<file path="config.mk">
export PLATFORM = sky130hd
export DESIGN_NAME = nfc_front
export DESIGN_NICKNAME = d
export VERILOG_FILES = /design/src/rtl/nfc_pkg.sv /design/src/rtl/nfc_op_list.sv /design/src/rtl/nfc_reply.sv /design/src/rtl/nfc_front.sv
export SDC_FILE = /design/constraint.sdc
export NUM_CORES = 1
export LEC_CHECK = 0
export ABC_CLOCK_PERIOD_IN_PS = 2220
export BUFFER_PORTS_ARGS = -buffer_cell sky130_fd_sc_hd__clkbuf_2
export CORE_ASPECT_RATIO = 0.7
export CORE_MARGIN = 2
export CORE_UTILIZATION = 25
export CTS_CLUSTER_DIAMETER = 200
export DETAILED_ROUTE_END_ITERATION = 8
export PLACE_DENSITY_LB_ADDON = 0.3
export SLEW_MARGIN = 5
export SYNTH_ARGS = -nofsm -noshare
export SYNTH_HDL_FRONTEND = slang
export SYNTH_HIERARCHICAL = 1
export SYNTH_SLANG_ARGS = --single-unit
</file>
<file path="constraint.sdc">
create_clock -name clk -period 2.22 [get_ports clk]
set_input_delay 0.222 -clock clk [delete_from_list [all_inputs] [get_ports clk]]
set_output_delay 0.222 -clock clk [all_outputs]
set_load 0.01 [all_outputs]
</file>
<file path="src/rtl/nfc_pkg.sv">
package nfc_pkg;

    typedef enum logic [1:0] {
        RES_OK    = 2'd0,
        RES_IGN   = 2'd1,
        RES_BADOP = 2'd2,
        RES_ERR   = 2'd3
    } res_e;

    typedef enum logic [2:0] {
        RSP_FILL  = 3'd0,
        RSP_STAT  = 3'd1,
        RSP_PAIR  = 3'd2,
        RSP_JEDEC = 3'd3,
        RSP_SIG   = 3'd4
    } rsp_e;

    localparam logic [7:0] OP_SR_WRITE  = 8'h01;
    localparam logic [7:0] OP_WR_OFF    = 8'h04;
    localparam logic [7:0] OP_SR_READ   = 8'h05;
    localparam logic [7:0] OP_WR_ON     = 8'h06;
    localparam logic [7:0] OP_SR_UNLOCK = 8'h50;
    localparam logic [7:0] OP_ID_PAIR   = 8'h90;
    localparam logic [7:0] OP_ID_JEDEC  = 8'h9F;
    localparam logic [7:0] OP_ID_SIG    = 8'hAB;
    localparam logic [7:0] OP_AAI_WORD  = 8'hAD;

    localparam int SB_BUSY = 0;
    localparam int SB_WEL  = 1;
    localparam int SB_AAI  = 6;

endpackage

</file>
<file path="src/rtl/nfc_op_list.sv">
module nfc_op_list #(
    parameter int DEPTH = 8,
    localparam int IW = (DEPTH > 1) ? $clog2(DEPTH) : 1
) (
    input  logic          clk,
    input  logic          rst_n,
    input  logic          wr_en,
    input  logic [IW-1:0] wr_idx,
    input  logic [7:0]    wr_op,
    input  logic          wr_on,
    input  logic [7:0]    probe_op,
    output logic          hit
);
    logic [7:0]       ent_op_q [DEPTH];
    logic [DEPTH-1:0] ent_on_q;
    logic [DEPTH-1:0] match;

    for (genvar g = 0; g < DEPTH; g++) begin : g_ent
        always_ff @(posedge clk) begin
            if (!rst_n) begin
                ent_op_q[g] <= 8'h00;
                ent_on_q[g] <= 1'b0;
            end else if (wr_en && wr_idx == IW'(g)) begin
                ent_op_q[g] <= wr_op;
                ent_on_q[g] <= wr_on;
            end
        end
        assign match[g] = ent_on_q[g] && (ent_op_q[g] == probe_op);
    end

    assign hit = |match;
endmodule

</file>
<file path="src/rtl/nfc_reply.sv">
module nfc_reply
    import nfc_pkg::*;
#(
    parameter int         LEN_W      = 9,
    parameter logic [7:0] MFR_ID     = 8'hBF,
    parameter logic [7:0] DEV_ID     = 8'h4A,
    parameter logic [7:0] JEDEC_MFR  = 8'hC2,
    parameter logic [7:0] JEDEC_TYPE = 8'h20,
    parameter logic [7:0] JEDEC_CAP  = 8'h17,
    parameter logic [7:0] SIG_ID     = 8'h16
) (
    input  rsp_e             kind,
    input  logic             par,
    input  logic [7:0]       snap,
    input  logic [LEN_W-1:0] count,
    input  logic [LEN_W-1:0] idx,
    output logic [7:0]       rd_o
);
    always_comb begin
        rd_o = 8'hFF;
        if (idx < count) begin
            case (kind)
                RSP_STAT: rd_o = snap;
                RSP_PAIR: rd_o = (par ^ idx[0]) ? DEV_ID : MFR_ID;
                RSP_JEDEC: begin
                    if (idx == LEN_W'(0))      rd_o = JEDEC_MFR;
                    else if (idx == LEN_W'(1)) rd_o = JEDEC_TYPE;
                    else if (idx == LEN_W'(2)) rd_o = JEDEC_CAP;
                end
                RSP_SIG:  rd_o = SIG_ID;
                default:  rd_o = 8'hFF;
            endcase
        end
    end
endmodule

</file>
<file path="src/rtl/nfc_front.sv">
module nfc_front
    import nfc_pkg::*;
#(
    parameter int         LEN_W        = 9,
    parameter int         LIST_DEPTH   = 8,
    parameter logic [7:0] RESET_STATUS = 8'h00,
    parameter logic [7:0] MFR_ID       = 8'hBF,
    parameter logic [7:0] DEV_ID       = 8'h4A,
    parameter logic [7:0] JEDEC_MFR    = 8'hC2,
    parameter logic [7:0] JEDEC_TYPE   = 8'h20,
    parameter logic [7:0] JEDEC_CAP    = 8'h17,
    parameter logic [7:0] SIG_ID       = 8'h16,
    localparam int LIST_IW = (LIST_DEPTH > 1) ? $clog2(LIST_DEPTH) : 1
) (
    input  logic               clk,
    input  logic               rst_n,
    input  logic               txn_valid,
    input  logic [7:0]         txn_op,
    input  logic [23:0]        txn_addr,
    input  logic [LEN_W-1:0]   txn_cmd_len,
    input  logic [LEN_W-1:0]   txn_rsp_len,
    input  logic               lst_we,
    input  logic               lst_sel,
    input  logic [LIST_IW-1:0] lst_idx,
    input  logic [7:0]         lst_op,
    input  logic               lst_on,
    input  logic [LEN_W-1:0]   rd_idx,
    output logic [7:0]         rd_data,
    output logic               res_valid,
    output logic [1:0]         res_code,
    output logic [7:0]         status
);
    typedef struct packed {
        logic [7:0]       sr;
        logic             vld;
        res_e             res;
        rsp_e             kind;
        logic             par;
        logic [7:0]       snap;
        logic [LEN_W-1:0] cnt;
        logic [7:0]       op;
    } st_t;

    st_t  st_d, st_q;
    logic rej_hit, ign_hit, aai_ok;
    logic [7:0] sr_n;

    nfc_op_list #(.DEPTH(LIST_DEPTH)) u_reject (
        .clk(clk), .rst_n(rst_n),
        .wr_en(lst_we && !lst_sel), .wr_idx(lst_idx), .wr_op(lst_op), .wr_on(lst_on),
        .probe_op(txn_op), .hit(rej_hit)
    );

    nfc_op_list #(.DEPTH(LIST_DEPTH)) u_ignore (
        .clk(clk), .rst_n(rst_n),
        .wr_en(lst_we && lst_sel), .wr_idx(lst_idx), .wr_op(lst_op), .wr_on(lst_on),
        .probe_op(txn_op), .hit(ign_hit)
    );

    assign aai_ok = (txn_op == OP_AAI_WORD) || (txn_op == OP_WR_OFF) || (txn_op == OP_SR_READ);

    always_comb begin
        st_d     = st_q;
        st_d.vld = 1'b0;
        sr_n     = st_q.sr;
        if (txn_valid) begin
            st_d.vld  = 1'b1;
            st_d.kind = RSP_FILL;
            st_d.cnt  = txn_rsp_len;
            st_d.op   = txn_op;
            st_d.par  = txn_addr[0] ^ txn_cmd_len[0];
            st_d.snap = st_q.sr;
            if (txn_cmd_len == '0) begin
                st_d.res = RES_ERR;
            end else if (rej_hit) begin
                st_d.res = RES_BADOP;
            end else if (ign_hit) begin
                st_d.res = RES_IGN;
            end else if (st_q.sr[SB_AAI] && !aai_ok) begin
                st_d.res = RES_IGN;
            end else begin
                st_d.res = RES_OK;
                case (txn_op)
                    OP_WR_ON, OP_SR_UNLOCK: sr_n[SB_WEL] = 1'b1;
                    OP_SR_WRITE: begin
                        if (st_q.sr[SB_WEL] && txn_cmd_len >= LEN_W'(2)) begin
                            sr_n = txn_addr[23:16];
                            sr_n[SB_BUSY] = 1'b0;
                        end
                    end
                    OP_SR_READ:  st_d.kind = RSP_STAT;
                    OP_ID_PAIR:  if (txn_cmd_len >= LEN_W'(4)) st_d.kind = RSP_PAIR;
                    OP_ID_JEDEC: st_d.kind = RSP_JEDEC;
                    OP_ID_SIG:   if (txn_cmd_len >= LEN_W'(4)) st_d.kind = RSP_SIG;
                    OP_AAI_WORD: sr_n[SB_AAI] = 1'b1;
                    OP_WR_OFF:   sr_n[SB_AAI] = 1'b0;
                    default: ;
                endcase
                if (txn_op != OP_WR_ON && txn_op != OP_SR_UNLOCK) sr_n[SB_WEL] = 1'b0;
                st_d.sr = sr_n;
            end
        end
    end

    always_ff @(posedge clk) begin
        if (!rst_n) begin
            st_q      <= '0;
            st_q.sr   <= RESET_STATUS;
            st_q.res  <= RES_OK;
            st_q.kind <= RSP_FILL;
        end else begin
            st_q <= st_d;
        end
    end

    nfc_reply #(
        .LEN_W(LEN_W), .MFR_ID(MFR_ID), .DEV_ID(DEV_ID), .JEDEC_MFR(JEDEC_MFR),
        .JEDEC_TYPE(JEDEC_TYPE), .JEDEC_CAP(JEDEC_CAP), .SIG_ID(SIG_ID)
    ) u_reply (
        .kind(st_q.kind), .par(st_q.par), .snap(st_q.snap), .count(st_q.cnt),
        .idx(rd_idx), .rd_o(rd_data)
    );

    assign res_valid = st_q.vld;
    assign res_code  = st_q.res;
    assign status    = st_q.sr;

    assert_zero_len_R2: assert property (@(posedge clk) disable iff (!rst_n)
        txn_valid && txn_cmd_len == '0 |=> res_valid && res_code == RES_ERR && $stable(status));

    assert_reject_first_R3: assert property (@(posedge clk) disable iff (!rst_n)
        txn_valid && txn_cmd_len != '0 && rej_hit |=> res_code == RES_BADOP && $stable(status));

    assert_aai_gate_R5: assert property (@(posedge clk) disable iff (!rst_n)
        txn_valid && txn_cmd_len != '0 && !rej_hit && !ign_hit && status[SB_AAI] && !aai_ok
        |=> res_code == RES_IGN && $stable(status));

    assert_wel_clear_R6: assert property (@(posedge clk) disable iff (!rst_n)
        res_valid && res_code == RES_OK && st_q.op != OP_WR_ON && st_q.op != OP_SR_UNLOCK
        |-> !status[SB_WEL]);

    assert_no_busy_R7: assert property (@(posedge clk) disable iff (!rst_n)
        txn_valid && txn_cmd_len >= LEN_W'(2) && txn_op == OP_SR_WRITE && status[SB_WEL]
        && !rej_hit && !ign_hit && !status[SB_AAI] |=> !status[SB_BUSY]);

    assert_strobe_R14: assert property (@(posedge clk) disable iff (!rst_n)
        res_valid |-> $past(txn_valid));
endmodule

</file>
==> results of run 1 <==
## cell usage in the layout (no fill, tap or decap), drive strengths merged, types with 3 or more instances in the layout
| cell type | n |
|---|---|
| clkinv | 5 |
| buf | 58 |
| nor2 | 42 |
| nor4 | 14 |
| nor2b | 7 |
| xor2 | 89 |
| nor3b | 3 |
| or3b | 3 |
| and2 | 130 |
| nand3b | 11 |
| nor3 | 16 |
| dfxtp | 46 |
| a31oi | 6 |
| nand2 | 28 |
| a21oi | 18 |
| nand4 | 27 |
| and3 | 4 |
| ha | 8 |
| xnor2 | 42 |
| nand3 | 21 |
| dlygate4sd3 | 3 |
| clkinvlp | 3 |
| inv | 35 |
| nand2b | 4 |
| edfxtp | 128 |
| o41ai | 4 |
| o21ai | 37 |
| mux2i | 16 |
| o31ai | 6 |
| clkbuf | 95 |
## area by class of cell
type / count / share of cell area (%)
Clock inverter: 12 / 0.765
Timing Repair Buffer: 136 / 8.75
Multi-Input combinational cell: 558 / 36.2
Antenna cell: 1 / 0.0228
Tap cell: 480 / 5.48
Sequential cell: 174 / 43.5
Inverter: 31 / 1.06
Clock buffer: 20 / 4.26
## Yosys cell counts (all sizes together), types with 3 or more instances
library cell	n
nor2	42
nand2	28
or3b	3
o31ai	6
and3	4
buf	30
a21oi	18
ha	8
xnor2	42
o41ai	4
o21ai	37
nand2b	4
nor4	14
nor2b	7
and2	130
dfxtp	46
nor3b	3
nand4	27
nand3	21
clkbuf	7
xor2	89
mux2i	16
nor3	16
a31oi	6
edfxtp	128
inv	31
nand3b	11
## tightest hold or removal path, delay by kind of cell
kind,cells,cell delay (ns)
simple gates,1,0.06
compound gates,1,0.06
buf+inv,1,0.08
## flip-flops by register name, summed over array words and instances (netlist names)
register           flops
u_reject/ent_op_q     64
res_valid              1
u_reject/ent_on_q      8
u_ignore/ent_on_q      8
res_code               2
u_ignore/ent_op_q     64
st_q                  20
status                 7
## cell families after synthesis
kind of cell | Yosys count
AO/OA/AOI/OAI | 83
XOR/XNOR | 131
adder cells (fa/ha/maj) | 8
buffers and inverters | 68
flip-flops | 174
multiplexers | 16
other | 1
AND/OR/NAND/NOR | 318
## layer usage
layer | vias up | part of all wire [%] | global-route usage, %
li1 | 3017 | - | -
met5 | - | 0 | 0
met1 | 2943 | 52 | 19.7
met4 | 0 | 1.2 | 3.96
met3 | 21 | 4.9 | 2.57
met2 | 160 | 42 | 18.9
## how the worst min path moves through the flow
| stage | from | endpoint | slack [ns] | cells past startpoint |
|---|---|---|---|---|
| floorplan | rst_n | st_q[27] | 0.34 | 1 |
| global placement | u_ignore/ent_on_q[7] | u_ignore/ent_on_q[7] | 0.45 | 2 |
| detailed placement | u_reject/ent_on_q[6] | u_reject/ent_on_q[6] | 0.46 | 2 |
| CTS | txn_addr[19] | status[3] | 0.002 | 3 |
| global route | txn_addr[19] | status[3] | 0.02 | 3 |
| finish | txn_addr[19] | status[3] | 0.03 | 3 |
## where the power goes
part / total, µW / switching (µW) / internal, µW
logic: 803 / 470 / 333
clock network: 2880 / 1350 / 1520
registers: 3720 / 74.4 / 3650
## per-stage QoR
step           instance area (µm²)  power (µW)
6_report                     11000        7400
5_1_grt                      11000        7690
4_1_cts                      10800        7470
3_5_place_dp                 10200        4580
3_3_place_gp                 10200        4560
2_1_floorplan                 9000        4230
## timing repair
action | 4_1_cts | 5_1_grt
gates resized for setup | 3 | 28
pin swaps | 2 | 29
hold buffers | 3 | 0
endpoints found under the hold margin | 3 | 0
endpoints found under the setup margin | 7 | 17
buffers inserted | 1 | 1
==> impl_metrics.ini, run 1 <==
[global_route]
grt_use_total_pct = 13.1
grt_pass1_wl_um = 36600
grt_pass1_vias = 5977
grt_max_degree = 22
antenna_found_initial = 0
grt-ovfl-total = 0

[routing]
drt_pass1_iterations = 7
initialDrtViolationCount = 452
vias = 6141
drt-total-wl_um = 24000
wl_per_cell_um = 17.0
drcViolationCount = 0
ant_nets = 0
vias_per_cell = 4.35

[synthesis]
yosysWarnings = 6
ys_types = 57
synth.top_cell.area_share_pct = 42.7
synth_area_um2 = 8990
yosys.area_share.adder_pct = 1.11
synth_ff_type = edfxtp_1
synth_seq_area_share_pct = 53.0
synth_compound_area_share_pct = 5.65
async_flop_share_pct = 0
synth_seq_cells = 174
synth_cells = 799
synth_top_family_by_area = simple AND/OR/NAND/NOR gates
avgSynthCellArea_um2 = 11.3
yosys.area_share.simple_pct = 20.9
synth.area.mux_share_pct = 1.78
yosys.area.top_type = edfxtp_1
synth_edf_count = 128
synthTopCellsByArea = edfxtp_1 43%, dfxtp_1 10%, and2_1 9.0%
synth_xor_area_share_pct = 12.9

[placement]
hpwl_um = 16100
dpl.cell_count = 1374
placement.io_buffers = 76
dp_slack_ns = -0.287
place_congestion = 0.751

[sta]
worstMarginPinSlew_ns = 0.587
fin_ws_ns = 0.0548
fin_crit_sh_pct = 97.5
holdWs_ns = 0.0272
slew_headroom_pct = 60.8
finClkSkew_ns = 0.0134
slew_viol_final = 0
setup_tns_ns = 0
min_period_ns = 2.17
fmax_mhz = 462
setup_viol_count_final = 0
report.final.hold_viol_count = 0
rsz0062_at_grt = yes

[cells_and_area]
drive_gt1_share_pct = 21.9
regArea_um2 = 4770
nNetsFinal = 1002
multiInputGateArea_um2 = 3960
fin_util_pct = 30.7
nFillCells = 3729
area_growth_pct = 21.8
final_cells = 1412

[worst_setup_path]
rr_worst_depth = 8
worstPathCellList = xor2_1, nor4_2, nand4_1, nand4_1, or3_4, a31o_4, o31ai_2, a21oi_1
path_class = flop to flop
crit_path_end_kind = flop
rrSetupSlack_ns = 0.05
worstReg2RegEnd = status[7]
path_delay_family = simple AND/OR/NAND/NOR gates
crit-reg2reg-launch = u_ignore/ent_op_q[1][22]
crit_cells = 8
critPathLaunchType = flop
cpMaxStageDelayCell = or3_4
path_buf_inv = 0
crit_end = status[7]
worstPathRequired_ns = 2.55
crit_arrival_ns = 2.49
crit_start = u_ignore/ent_op_q[1][22]
cpPeakStageDelay_ns = 0.42
crit_fanout = 8
cpMostUsedCell = nand4_1

[clocking]
clock_latency_ns = 0.45
clock-sinks = 174
ctsRootBufferMaster = clkbuf_16
htree_levels = 4
cts_tree = yes
path_clk_slew_ns = 0.07
cts_made_buffers = 17
clock_path_buffers = 2

[power_and_ir_drop]
power.density_nw_per_um2 = 676
peakVddDrop_v = 0.000493
power.leakage_uw = 0.00400

[min_path]
worst_hold_path_type = input pin to flop

[die]
ios = 95
start_util_pct = 25.2
rows = 58
dieArea_um2 = 37500
dieHeight_um = 163
die_w_um = 231
core_um2 = 35700

[run]
cap_violations = 0

[outcome]
status = complete, no violations
Power figures use the tool's default switching activity.
==> run 2: changes to the inputs <==
CORE_UTILIZATION = 59   (was 25)
CTS_CLUSTER_DIAMETER = not set   (was 200)
PLACE_DENSITY = 0.86   (was not set)
PLACE_DENSITY_LB_ADDON = not set   (was 0.3)
==> impl_metrics.ini, run 2 (synthesis results as in run 1) <==
[sta]
fmax_mhz = 458
worstMarginPinSlew_ns = 0.836
slew_viol_final = 0
rsz0062_at_grt = yes
report.final.hold_viol_count = 0
finClkSkew_ns = 0.00916
fin_crit_sh_pct = 98.3
setup_viol_count_final = 0
slew_headroom_pct = 44.2
min_period_ns = 2.18
setup_tns_ns = 0

[clocking]
path_clk_slew_ns = 0.07
clock_path_buffers = 2
ctsRootBufferMaster = clkbuf_16
clock-sinks = 174
htree_levels = 4
cts_made_buffers = 17
clock_latency_ns = 0.43
cts_tree = yes
cts.hold.buffers_added = 0

[placement]
place_congestion = 0.903
dpl.cell_count = 1086
placed_cell_area_um2 = 9860
hpwl_um = 13800
placement.io_buffers = 76

[routing]
ant_nets = 0
drt-total-wl_um = 21100
initialDrtViolationCount = 659
vias_per_cell = 5.72
wl_per_cell_um = 18.8
vias = 6398
drcViolationCount = 0
drt_pass1_iterations = 5

[die]
die_w_um = 152
dieHeight_um = 107
rows = 37
dieArea_um2 = 16300
ios = 95
start_util_pct = 60.7
core_um2 = 14800

[worst_setup_path]
crit_arrival_ns = 2.46
critPathLaunchType = flop
path_buf_inv = 0
crit_fanout = 8
path_delay_family = simple AND/OR/NAND/NOR gates
cpMaxStageDelayCell = edfxtp_1
rr_worst_depth = 8
crit-reg2reg-launch = u_ignore/ent_op_q[1][31]
crit_path_end_kind = flop
worstPathRequired_ns = 2.49
worstPathCellList = xor2_2, nor3_1, nand4_1, nand4_1, or3_4, a31o_2, o31ai_2, a21oi_1
path_class = flop to flop
cpMostUsedCell = nand4_1
rrSetupSlack_ns = 0.04
cpPeakStageDelay_ns = 0.43
worstReg2RegEnd = status[2]

[min_path]
holdPathEnd = st_q[9]
holdPathStages = 3
hp-start = txn_rsp_len[1]
worst_hold_path_type = input pin to flop

[cells_and_area]
nNetsFinal = 995
n_antenna_cell = 0
final_cell_mix = 130 x and2_1, 128 x edfxtp_1, 81 x xor2_1
design_area_um2 = 10600
fin_util_pct = 71.6
largest_registers = u_ignore/ent_op_q (64), u_reject/ent_op_q (64), st_q (20)
mostFrequentLayoutCell = and2_1
drive_gt1_share_pct = 21.6
final_cells = 1119
area_growth_pct = 17.9

[power_and_ir_drop]
finalPower_uw = 7520
power.density_nw_per_um2 = 709
peakVddDrop_v = 0.000515
power.leakage_uw = 0.00399

[global_route]
antenna_found_initial = 1
grt_use_total_pct = 26.8
grt_pass1_wl_um = 32300
grt_pass1_vias = 6167
grt_max_degree = 26
grt-ovfl-total = 0

[run]
cap_violations = 0

[outcome]
status = complete, no violations
## run 2: area by class of cell
type / count / area (µm²)
flip-flops and latches: 174 / 4770
fillers: 1001 / 4210
multi-input cells: 558 / 3950
repair buffers: 129 / 936
clock buffers: 19 / 433
well taps: 195 / 244
clock inverters: 13 / 154
inverters: 31 / 116
## run 2: per-stage QoR
step | hold WS, ns | worst slack (ns)
floorplan | 0.340 | 0.287
global placement | 0.454 | -0.0966
detailed placement | 0.458 | -0.144
CTS | 0.0163 | 0.000842
global route | 0.0416 | -0.0703
finish | 0.0323 | 0.0377
## run 2: worst max path at each step
stage	start	cells past startpoint	to	slack, ns
floorplan	lst_we	3	u_reject/ent_op_q[0][0]	0.29
global placement	txn_op[1]	10	status[3]	-0.1
detailed placement	txn_op[6]	10	status[4]	-0.14
CTS	u_reject/ent_op_q[1][21]	8	status[4]	0.0008
global route	u_reject/ent_op_q[1][21]	9	status[7]	-0.07
finish	u_ignore/ent_op_q[1][31]	8	status[2]	0.04
## run 2: routing by layer
| metal | share of wire [%] | wire length [µm] | vias up | track usage (%) |
|---|---|---|---|---|
| met3 | 9.7 | 2040 | 26 | 5.76 |
| met5 | 0.062 | 13 | - | 0 |
| met4 | 1.1 | 242 | 2 | 6.48 |
| met1 | 42 | 8960 | 3044 | 37.1 |
| li1 | - | - | 3001 | - |
| met2 | 47 | 9830 | 325 | 43.4 |
## run 2: report_power, final
part | switching [µW] | internal, µW | leakage [µW]
combinational | 456 | 341 | 0.00211
sequential | 79.3 | 3650 | 0.00160
clock | 1310 | 1680 | 0.000278
total | 1840 | 5670 | 0.00399
## run 2: timing repair
action	4_1_cts	5_1_grt
endpoints found under the setup margin	1	14
pin swaps	0	4
endpoints found under the hold margin	0	0
buffers inserted	0	1
resized for setup	1	26
## run 2: tightest hold or removal path, cell delays in order
cell and delay [ns]:
clkbuf_2 0.08, mux2i_1 0.06, nor2_1 0.07
==> run 3: changes to the inputs <==
CAP_MARGIN = 20   (was not set)
PLACE_DENSITY = 0.82   (was 0.86)
==> impl_metrics.ini, run 3 (synthesis results as in run 1) <==
[outcome]
status = complete, no violations

[sta]
fmax_mhz = 454
rsz0062_at_grt = yes
fin_crit_sh_pct = 99.2
finClkSkew_ns = 0.0105
slew_headroom_pct = 45.6
worstMarginPinSlew_ns = 0.815
setup_tns_ns = 0
report.final.hold_viol_count = 0
slew_viol_final = 0
min_period_ns = 2.20
setup_viol_count_final = 0

[routing]
vias = 6469
vias_per_cell = 5.71
drcViolationCount = 0
initialDrtViolationCount = 612
ant_nets = 0
drt_pass1_iterations = 5
drt-total-wl_um = 21800
wl_per_cell_um = 19.3

[placement]
placement.io_buffers = 76
hpwl_um = 14500
place_congestion = 0.876

[global_route]
grt-ovfl-total = 0
gr-usage-met3_pct = 5.89
grt_pass1_vias = 6234
antenna_found_initial = 1
busiest_layer = met2
grt_use_total_pct = 27.5
grt_pass1_wl_um = 32900
met1_usage_pct = 38.8
grt_max_degree = 26
met2_usage_pct = 41.9

[cells_and_area]
fin_util_pct = 71.9
drive_gt1_share_pct = 22.6
final_cell_mix = 130 x and2_1, 128 x edfxtp_1, 86 x xor2_1
nFillCells = 999
n_antenna_cell = 0
multiInputGateArea_um2 = 3930
largest_registers = u_ignore/ent_op_q (64), u_reject/ent_op_q (64), st_q (20)
regArea_um2 = 4770
nNetsFinal = 1008
area_growth_pct = 18.5
mostFrequentLayoutCell = and2_1

[clocking]
htree_levels = 4
cts_made_buffers = 17
clock_latency_ns = 0.44
cts_tree = yes
ctsRootBufferMaster = clkbuf_16
clock-sinks = 174
path_clk_slew_ns = 0.07
clock_path_buffers = 2

[worst_setup_path]
crit_arrival_ns = 2.49
cpMaxStageDelayCell = or3_4
worstPathRequired_ns = 2.51
cpMostUsedCell = nand4_1
worstPathCellList = xor2_1, nor3_1, nand4_1, nand4_1, or3_4, a31o_4, o31ai_2, a21oi_1
crit_fanout = 8
path_class = flop to flop
crit_path_end_kind = flop
critPathLaunchType = flop
cpPeakStageDelay_ns = 0.40

[power_and_ir_drop]
clkPwrFrac_pct = 39.9
power.density_nw_per_um2 = 709
peakVddDrop_v = 0.000547
p_int_uw = 5780
p_switching_uw = 1780
seq_power_share_pct = 49.4
comb_power_share_pct = 10.7
p_sw_share_pct = 23.5
power.leakage_uw = 0.00406

[die]
rows = 37
die_w_um = 152
dieArea_um2 = 16300
dieHeight_um = 107
core_um2 = 14800
start_util_pct = 60.7
ios = 95

[run]
cap_violations = 0

[min_path]
worst_hold_path_type = input pin to flop
## run 3: cell count changes in the layout (fill, tap and decap cells not counted), sizes merged
cell,delta
clkinv,+1
clkinvlp,-3
bufinv,-1
buf,+13
clkbuf,+5
inv,-2
## run 3: final timing paths
check / start / endpoint / slack, ns / depth (start not counted)
setup / recovery: u_ignore/ent_op_q[0][23] / status[4] / 0.02 / 8
hold reg to reg: u_ignore/ent_on_q[1] / u_ignore/ent_on_q[1] / 0.47 / 2
hold / removal: txn_rsp_len[6] / st_q[14] / 0.03 / 3
setup reg to reg: u_ignore/ent_op_q[0][23] / status[4] / 0.02 / 8
## run 3: layout make-up
| type | count | share of cell area (%) |
|---|---|---|
| clock buffers | 24 | 4.96 |
| clock inverters | 8 | 0.681 |
| inverters | 31 | 1.09 |
| multi-input cells | 558 | 36.9 |
| flip-flops and latches | 174 | 44.8 |
| well taps | 195 | 2.29 |
| repair buffers | 142 | 9.31 |
## run 3: metal layers
layer,part of all wire [%],vias to the layer above
met5,0,-
met4,2.0,0
met3,9.3,41
met2,45,320
met1,44,3086
li1,-,3022
## run 3: timing repair
action,4_1_cts,5_1_grt
gates resized for setup,4,21
buffers inserted,0,3
endpoints found under the setup margin,7,17
endpoints found under the hold margin,0,0
pin swaps,5,14
hold buffers,0,0
## run 3: critical path, delay by kind of cell (launching register included)
| family | cells | cell delay, ns |
|---|---|---|
| and+or+nand+nor | 4 | 0.81 |
| DFF | 1 | 0.39 |
| AOI/OAI and AO/OA | 3 | 0.63 |
| xor gates and xnor gates | 1 | 0.22 |
## run 3: power by group through the flow
stage	combinational (µW)	sequential, µW	clock [µW]
2_1_floorplan	453	3780	0
3_3_place_gp	751	3790	0
3_5_place_dp	769	3800	0
4_1_cts	779	3730	3050
5_1_grt	870	3740	3180
6_report	810	3730	3020
## run 3: through the flow
stage | cells | setup WS, ns | hold WS, ns | cell area (µm²) | total power (µW)
after floorplan | 800 | 0.287 | 0.340 | 9000 | 4230
after global placement | 1097 | -0.240 | 0.455 | 9910 | 4540
after detailed placement | 1097 | -0.284 | 0.460 | 9910 | 4570
after CTS | 1129 | 0.000450 | 0.0116 | 10500 | 7560
after global routing | 1132 | -0.0325 | 0.0193 | 10700 | 7790
final | 1132 | 0.0176 | 0.0254 | 10700 | 7560
